==> config.mk <==
export PLATFORM = sky130hd
export DESIGN_NAME = wm_queue
export DESIGN_NICKNAME = d
export VERILOG_FILES = /design/src/rtl/wmq_pkg.sv /design/src/rtl/wmq_store.sv /design/src/rtl/wmq_flags.sv /design/src/rtl/wmq_events.sv /design/src/rtl/wm_queue.sv
export SDC_FILE = /design/constraint.sdc
export NUM_CORES = 2
export LEC_CHECK = 0
export ABC_CLOCK_PERIOD_IN_PS = 12850
export BUFFER_PORTS_ARGS = -buffer_cell sky130_fd_sc_hd__buf_2
export CAP_MARGIN = 10
export CORE_ASPECT_RATIO = 1.1
export CORE_MARGIN = 1
export CORE_UTILIZATION = 58
export CTS_BUF_LIST = sky130_fd_sc_hd__clkbuf_8
export DETAILED_ROUTE_END_ITERATION = 16
export PLACE_DENSITY_LB_ADDON = 0.12
export SLEW_MARGIN = 20
export SYNTH_ARGS = -nofsm -noshare
export SYNTH_HDL_FRONTEND = slang
export SYNTH_SLANG_ARGS = --single-unit
==> constraint.sdc <==
create_clock -name clk -period 12.85 [get_ports clk]
set_clock_uncertainty 0.2 [all_clocks]
set_input_delay 1.285 -clock clk [delete_from_list [all_inputs] [get_ports clk]]
set_output_delay 1.285 -clock clk [all_outputs]
set_load 0.03 [all_outputs]
==> src/rtl/wmq_pkg.sv <==
package wmq_pkg;

    // Configuration fields as they sit in bits 31:22 of the configuration word.
    typedef struct packed {
        logic [2:0] nf_code;
        logic [2:0] ne_code;
        logic [1:0] bsize_code;
        logic [1:0] esize_code;
    } qcfg_t;

    // Level flags, bit 0 first: empty, nearly empty, nearly full, full.
    typedef struct packed {
        logic full;
        logic nfull;
        logic nempty;
        logic empty;
    } qstat_t;

    typedef enum logic [2:0] {
        SRC_EMPTY_RD      = 3'd0,
        SRC_NEMPTY_RD     = 3'd1,
        SRC_NFULL_WR      = 3'd2,
        SRC_FULL_WR       = 3'd3,
        SRC_NOTEMPTY_WR   = 3'd4,
        SRC_NOTNEMPTY_WR  = 3'd5,
        SRC_NOTNFULL_RD   = 3'd6,
        SRC_NOTFULL_RD    = 3'd7
    } src_sel_e;

    localparam int ERR_FLAGS = 2;

    // Watermark code to threshold in entries.
    function automatic logic [7:0] wm_threshold(input logic [2:0] code);
        if (code == 3'd0) return 8'd0;
        return 8'd1 << (code - 3'd1);
    endfunction

    // log2 of words per entry.
    function automatic logic [1:0] entry_shift(input logic [1:0] code);
        return (code == 2'd3) ? 2'd2 : code;
    endfunction

endpackage

==> src/rtl/wmq_store.sv <==
module wmq_store #(
    parameter int DATA_W = 32,
    parameter int PTR_W  = 7
) (
    input  logic              clk,
    input  logic              rst,
    input  logic              cfg_wr,
    input  logic [1:0]        bsize_code,
    input  logic              push_req,
    input  logic [DATA_W-1:0] push_data,
    input  logic              pop_req,
    output logic [DATA_W-1:0] pop_data,
    output logic [PTR_W-1:0]  wr_ptr,
    output logic [PTR_W-1:0]  rd_ptr,
    output logic [PTR_W:0]    fill_words,
    output logic [PTR_W:0]    size_words,
    output logic              uf_event,
    output logic              of_event
);
    localparam int DEPTH = 1 << PTR_W;
    localparam int CNT_W = PTR_W + 1;

    logic [DATA_W-1:0] mem_q [DEPTH];
    logic [PTR_W-1:0]  wr_q, rd_q, wrap_mask;
    logic [CNT_W-1:0]  fill_q;
    logic              can_pop, can_push, do_pop, do_push;

    assign size_words = CNT_W'(16) << bsize_code;
    assign wrap_mask  = PTR_W'(size_words - CNT_W'(1));
    assign can_pop    = (fill_q != '0);
    assign can_push   = (fill_q != size_words);
    assign do_pop     = pop_req && !cfg_wr && can_pop;
    assign do_push    = push_req && !cfg_wr && can_push;
    assign uf_event   = pop_req && !cfg_wr && !can_pop;
    assign of_event   = push_req && !cfg_wr && !can_push;

    always_ff @(posedge clk) begin
        if (rst || cfg_wr) begin
            wr_q   <= '0;
            rd_q   <= '0;
            fill_q <= '0;
        end else begin
            if (do_push) wr_q <= (wr_q + PTR_W'(1)) & wrap_mask;
            if (do_pop)  rd_q <= (rd_q + PTR_W'(1)) & wrap_mask;
            fill_q <= fill_q + CNT_W'(do_push) - CNT_W'(do_pop);
        end
    end

    always_ff @(posedge clk) begin
        if (rst) begin
            pop_data <= '0;
        end else if (pop_req && !cfg_wr) begin
            pop_data <= can_pop ? mem_q[rd_q] : '0;
        end
    end

    always_ff @(posedge clk) begin
        if (do_push) mem_q[wr_q] <= push_data;
    end

    assign wr_ptr     = wr_q;
    assign rd_ptr     = rd_q;
    assign fill_words = fill_q;

endmodule

==> src/rtl/wmq_flags.sv <==
module wmq_flags
    import wmq_pkg::*;
#(
    parameter int CNT_W = 8
) (
    input  logic [CNT_W-1:0] fill_words,
    input  logic [CNT_W-1:0] size_words,
    input  qcfg_t            cfg,
    output qstat_t           stat
);
    logic [1:0]       sh;
    logic [CNT_W-1:0] fill_e, free_e;
    logic [7:0]       ne_thr, nf_thr;

    always_comb begin
        sh          = entry_shift(cfg.esize_code);
        fill_e      = fill_words >> sh;
        free_e      = (size_words - fill_words) >> sh;
        ne_thr      = wm_threshold(cfg.ne_code);
        nf_thr      = wm_threshold(cfg.nf_code);
        stat.empty  = (fill_e == '0);
        stat.full   = (free_e == '0);
        stat.nempty = (32'(fill_e) <= 32'(ne_thr));
        stat.nfull  = (32'(free_e) <= 32'(nf_thr));
    end

endmodule

==> src/rtl/wmq_events.sv <==
module wmq_events
    import wmq_pkg::*;
(
    input  logic           clk,
    input  logic           rst,
    input  logic           cfg_wr,
    input  logic           push_req,
    input  logic           pop_req,
    input  qstat_t         stat,
    input  logic [2:0]     irq_sel,
    input  logic           irq_en,
    input  logic           clr_wr,
    input  logic [2:0]     clr_mask,
    input  logic           uf_event,
    input  logic           of_event,
    output logic           irq_pending,
    output logic [ERR_FLAGS-1:0] err_flags
);
    logic last_rd_q, last_wr_q, trig, pend_q;
    logic [ERR_FLAGS-1:0] err_set;

    always_comb begin
        unique case (src_sel_e'(irq_sel))
            SRC_EMPTY_RD:     trig = last_rd_q &&  stat.empty;
            SRC_NEMPTY_RD:    trig = last_rd_q &&  stat.nempty;
            SRC_NFULL_WR:     trig = last_wr_q &&  stat.nfull;
            SRC_FULL_WR:      trig = last_wr_q &&  stat.full;
            SRC_NOTEMPTY_WR:  trig = last_wr_q && !stat.empty;
            SRC_NOTNEMPTY_WR: trig = last_wr_q && !stat.nempty;
            SRC_NOTNFULL_RD:  trig = last_rd_q && !stat.nfull;
            SRC_NOTFULL_RD:   trig = last_rd_q && !stat.full;
            default:          trig = 1'b0;
        endcase
    end

    always_ff @(posedge clk) begin
        if (rst) begin
            last_rd_q <= 1'b0;
            last_wr_q <= 1'b0;
            pend_q    <= 1'b0;
        end else begin
            last_rd_q <= pop_req && !cfg_wr;
            last_wr_q <= push_req && !cfg_wr;
            pend_q    <= (pend_q && !(clr_wr && clr_mask[2])) || (trig && irq_en);
        end
    end

    assign err_set = {of_event, uf_event};

    for (genvar g = 0; g < ERR_FLAGS; g++) begin : g_sticky
        logic flag_q;
        always_ff @(posedge clk) begin
            if (rst) flag_q <= 1'b0;
            else     flag_q <= (flag_q && !(clr_wr && clr_mask[g])) || err_set[g];
        end
        assign err_flags[g] = flag_q;
    end

    assign irq_pending = pend_q;

endmodule

==> src/rtl/wm_queue.sv <==
module wm_queue
    import wmq_pkg::*;
#(
    parameter int DATA_W = 32,
    parameter int PTR_W  = 7
) (
    input  logic              clk,
    input  logic              rst,
    input  logic              cfg_wr,
    input  logic [31:0]       cfg_wdata,
    output logic [31:0]       cfg_rdata,
    input  logic              push_req,
    input  logic [DATA_W-1:0] push_data,
    input  logic              pop_req,
    output logic [DATA_W-1:0] pop_data,
    input  logic [2:0]        irq_sel,
    input  logic              irq_en,
    input  logic              clr_wr,
    input  logic [2:0]        clr_mask,
    output logic [3:0]        q_status,
    output logic [1:0]        err_flags,
    output logic              irq_pending
);
    localparam int CNT_W = PTR_W + 1;

    qcfg_t            cfg_q;
    qstat_t           stat;
    logic [PTR_W-1:0] wr_ptr, rd_ptr;
    logic [CNT_W-1:0] fill_words, size_words;
    logic             uf_event, of_event;
    logic             unused_cfg_bits;

    assign unused_cfg_bits = ^cfg_wdata[21:0];

    always_ff @(posedge clk) begin
        if (rst)         cfg_q <= '0;
        else if (cfg_wr) cfg_q <= qcfg_t'(cfg_wdata[31:22]);
    end

    wmq_store #(.DATA_W(DATA_W), .PTR_W(PTR_W)) store_i (
        .clk(clk), .rst(rst), .cfg_wr(cfg_wr), .bsize_code(cfg_q.bsize_code),
        .push_req(push_req), .push_data(push_data), .pop_req(pop_req),
        .pop_data(pop_data), .wr_ptr(wr_ptr), .rd_ptr(rd_ptr),
        .fill_words(fill_words), .size_words(size_words),
        .uf_event(uf_event), .of_event(of_event)
    );

    wmq_flags #(.CNT_W(CNT_W)) flags_i (
        .fill_words(fill_words), .size_words(size_words), .cfg(cfg_q), .stat(stat)
    );

    wmq_events events_i (
        .clk(clk), .rst(rst), .cfg_wr(cfg_wr), .push_req(push_req), .pop_req(pop_req),
        .stat(stat), .irq_sel(irq_sel), .irq_en(irq_en), .clr_wr(clr_wr),
        .clr_mask(clr_mask), .uf_event(uf_event), .of_event(of_event),
        .irq_pending(irq_pending), .err_flags(err_flags)
    );

    assign q_status  = stat;
    assign cfg_rdata = {cfg_q, 8'h00, 7'(rd_ptr), 7'(wr_ptr)};

endmodule

==> results_dict.tcl <==
set metrics [dict create \
    run_status "complete, no violations" \
    cp_max_fo 17 \
    busiest_layer "met2" \
    grt_pass1_wl_um 562000 \
    synth_edf_count 4096 \
    cts_sinks 4172 \
    worst_slack_ps 6590 \
    drc 0 \
    antenna_found_initial 19 \
    setup_viol 0 \
    p_total_mw 26.8 \
    arrival_ps 4780 \
    period_share 0.487 \
    final_nets 7317 \
    cp_common_cell "a21oi_1" \
    grt_max_degree 138 \
    cts_max_path_buffers 4 \
    clockPowerShare 0.378 \
    use_met3 0.0551 \
    avgViaCountPerCell 6.59 \
    port_buffers 117 \
    synthFlopType "edfxtp_1" \
    cell_internal_pwr_mw 20.8 \
    cts_resized 0 \
    worstSetupPathType "reg2out" \
    drtIter0Drc 9130 \
    die_h_um 553 \
    ir_worst_vdd_uv 112 \
    yosysSeqAreaShare 0.778 \
    cp-end-kind "output pin" \
    design_area_um2 178000 \
    min_to "events_i.last_rd_q" \
    grt_setup_unrepaired "false" \
    track_usage 0.291 \
    final_cells 11362 \
    io_pins 148 \
    cp.required_ps 11360 \
    via_count 74859 \
    wire_per_inst_um 35.2 \
    whs_path_depth 3 \
    ys_top_cells_by_area "edfxtp_1 77%, mux4_2 18%, dfxtp_1 0.95%, mux2i_1 0.53%, clkbuf_1 0.45%" \
    crit_path_cell_trace "nor2b_1 > ha_1 > nand2b_1 > a2111oi_0 > a211oi_1 > a21oi_1 > nor2_1 > a21oi_1 > ha_1 > a21oi_1 > o21ai_0 > o21ai_0 > buf_2" \
    timing.max_cap.violations 0 \
    core_area_um2 273000 \
    swShare 0.225 \
    clk_pin_slew_worst_paths_ps 50 \
    gp_congestion 0.851 \
    pwr-share-comb 0.061 \
    reg2reg_to "store_i.pop_data[20]" \
    holdWs_ps 242 \
    placed_cell_area_um2 167000 \
    ys_ff_latch 4172 \
    htree_levels 6 \
    grt_pass1_vias 76290 \
    synth_cell_type_count 63 \
    finish.utilization 0.652 \
    cts_setup_buffers 0 \
    cts_hold_buf 0 \
    tns_ps 0 \
    hp-start "pop_req" \
    dieArea_um2 278000 \
    drt_first_pass_iters 6 \
    ys_async_sr_fraction 0 \
    max_slew_margin 0.186 \
    numCtsBuffers 648 \
    mostFrequentLayoutCell "edfxtp_1" \
    max_freq_mhz 160 \
    slowest_delay_ps 750 \
    finalCriticalPeriod_ps 6260 \
    ys.warnings.count 0 \
    hold_viol_final 0 \
    p_switching_mw 6.05 \
    synth_top_area_frac 0.769 \
    die_w_um 503 \
    drive_above_1_share 0.337 \
    syn_inst 6560 \
    placed_cells_incl_taps 10207 \
    grt.overflow.total 0 \
    cts-root-buf "clkbuf_8" \
    wirelength_um 400000 \
    crit_slowest_cell "dfxtp_1" \
    cellPowerDensity_nw_per_um2 151 \
    hold_class "in2reg" \
    grt_use_met2 0.469 \
    synthToLayoutAreaGrowth_pct 11.4 \
    post-place-ws_ps 7030 \
    start_util 0.585 \
    syn_area_um2 160000 \
    final_cell_mix "4,096 x edfxtp_1, 1,280 x mux4_2, 672 x clkbuf_8" \
    worst_pin_slew_ps 1220 \
    worstRegToRegCells 7 \
    hpwlAfterDp_um 209000 \
    startpoint_type "register" \
    leakage_nw 54.0 \
    gr-usage-met1 0.407 \
    reg2reg_slack_ps 7210 \
    antenna_left 0 \
    clk_latency_ps 1070 \
    syn_avg_cell_area_um2 24.4 \
    netlist.top_cell.by_area "edfxtp_1" \
    rows 201 \
    cts_tree "built" \
    drv_slew 0 \
    seqPwrFrac 0.560 \
]
## worst max path at each step
stage / from / end / slack (ps) / cells past startpoint
5_1_grt: cfg_rdata[25] / q_status[2] / 6250 / 13
6_report: cfg_rdata[25] / q_status[2] / 6590 / 13
4_1_cts: cfg_rdata[25] / q_status[2] / 6550 / 13
3_5_place_dp: register / store_i.pop_data[26] / 7030 / 7
2_1_floorplan: cfg_rdata[25] / q_status[2] / 7890 / 13
3_3_place_gp: register / store_i.pop_data[20] / 6990 / 7
## state kept, by name, summed over array words and instances (netlist names), named ones only
name	cells
events_i.irq_pending	1
events_i.last_rd_q	1
store_i.rd_ptr	7
events_i.last_wr_q	1
events_i.g_sticky.flag_q	2
store_i.mem_q	4096
store_i.fill_words	8
store_i.wr_ptr	7
store_i.pop_data	32
cfg_rdata	10
## cell families after synthesis
kind of cell / share of synthesized area
flops: 0.778
xor+xnor: 0.00126
compound gates: 0.00778
simple gates: 0.0113
mux: 0.188
buf+inv: 0.0106
other cells: 0.0000470
fa+ha+maj: 0.00271
## cell usage after synthesis, types with 2 or more instances
cell / instances
o21ai_0: 17
a21oi_1: 18
clkbuf_1: 192
a2111oi_0: 2
edfxtp_1: 4096
and2_1: 5
buf_6: 8
and4_1: 2
or3_1: 3
nand2_1: 74
nor4_1: 3
nand2b_1: 8
buf_4: 23
o311ai_0: 2
o211ai_1: 67
buf_2: 99
o21bai_1: 3
nor3b_1: 3
and3b_1: 3
mux2i_1: 84
nand3_1: 12
nor2b_1: 19
and3_1: 38
a211o_1: 3
buf_1: 40
nand3b_1: 11
dfxtp_1: 76
mux2_2: 34
nor3_1: 9
ha_1: 33
nor2_1: 176
mux4_2: 1280
a211oi_1: 4
xor2_1: 13
a221oi_1: 33
xnor2_1: 10
inv_1: 16
nand4_1: 9
a21boi_0: 2
or3b_2: 3
o31ai_1: 3
a311oi_1: 2
conb_1: 2
## layout make-up
type                       instances  area, um2
multi-input combinational       2018      34800
tap                             3654       4570
clock inverter                   469       2420
fill                           17650      95100
clock buffer                     672       9250
antenna                           11       27.5
timing repair buffer             350       2590
sequential                      4172     125000
inverter                          16       60.1
## power groups by stage
stage	registers [mW]	clock network, mW	logic, mW
6_report	15.0	10.2	1.64
5_1_grt	15.0	10.9	1.75
4_1_cts	15.0	10.3	1.66
3_5_place_dp	15.3	0	1.66
3_3_place_gp	15.3	0	1.63
2_1_floorplan	15.3	0	1.06
## worst max-delay path: cells and delay by family, from the launching register on
family / cells / cell delay (ps)
AOI/OAI and AO/OA: 7 / 1600
buffers and inverters: 1 / 290
adders and majority gates: 2 / 710
DFF: 1 / 750
and+or+nand+nor: 3 / 360
## metal layers
layer  wire (um)  vias up
li1            -    29784
met1      153000    40722
met2      199000     3766
met3       34600      577
met4       12800       10
met5          61        -
Power figures use the tool's default switching activity.
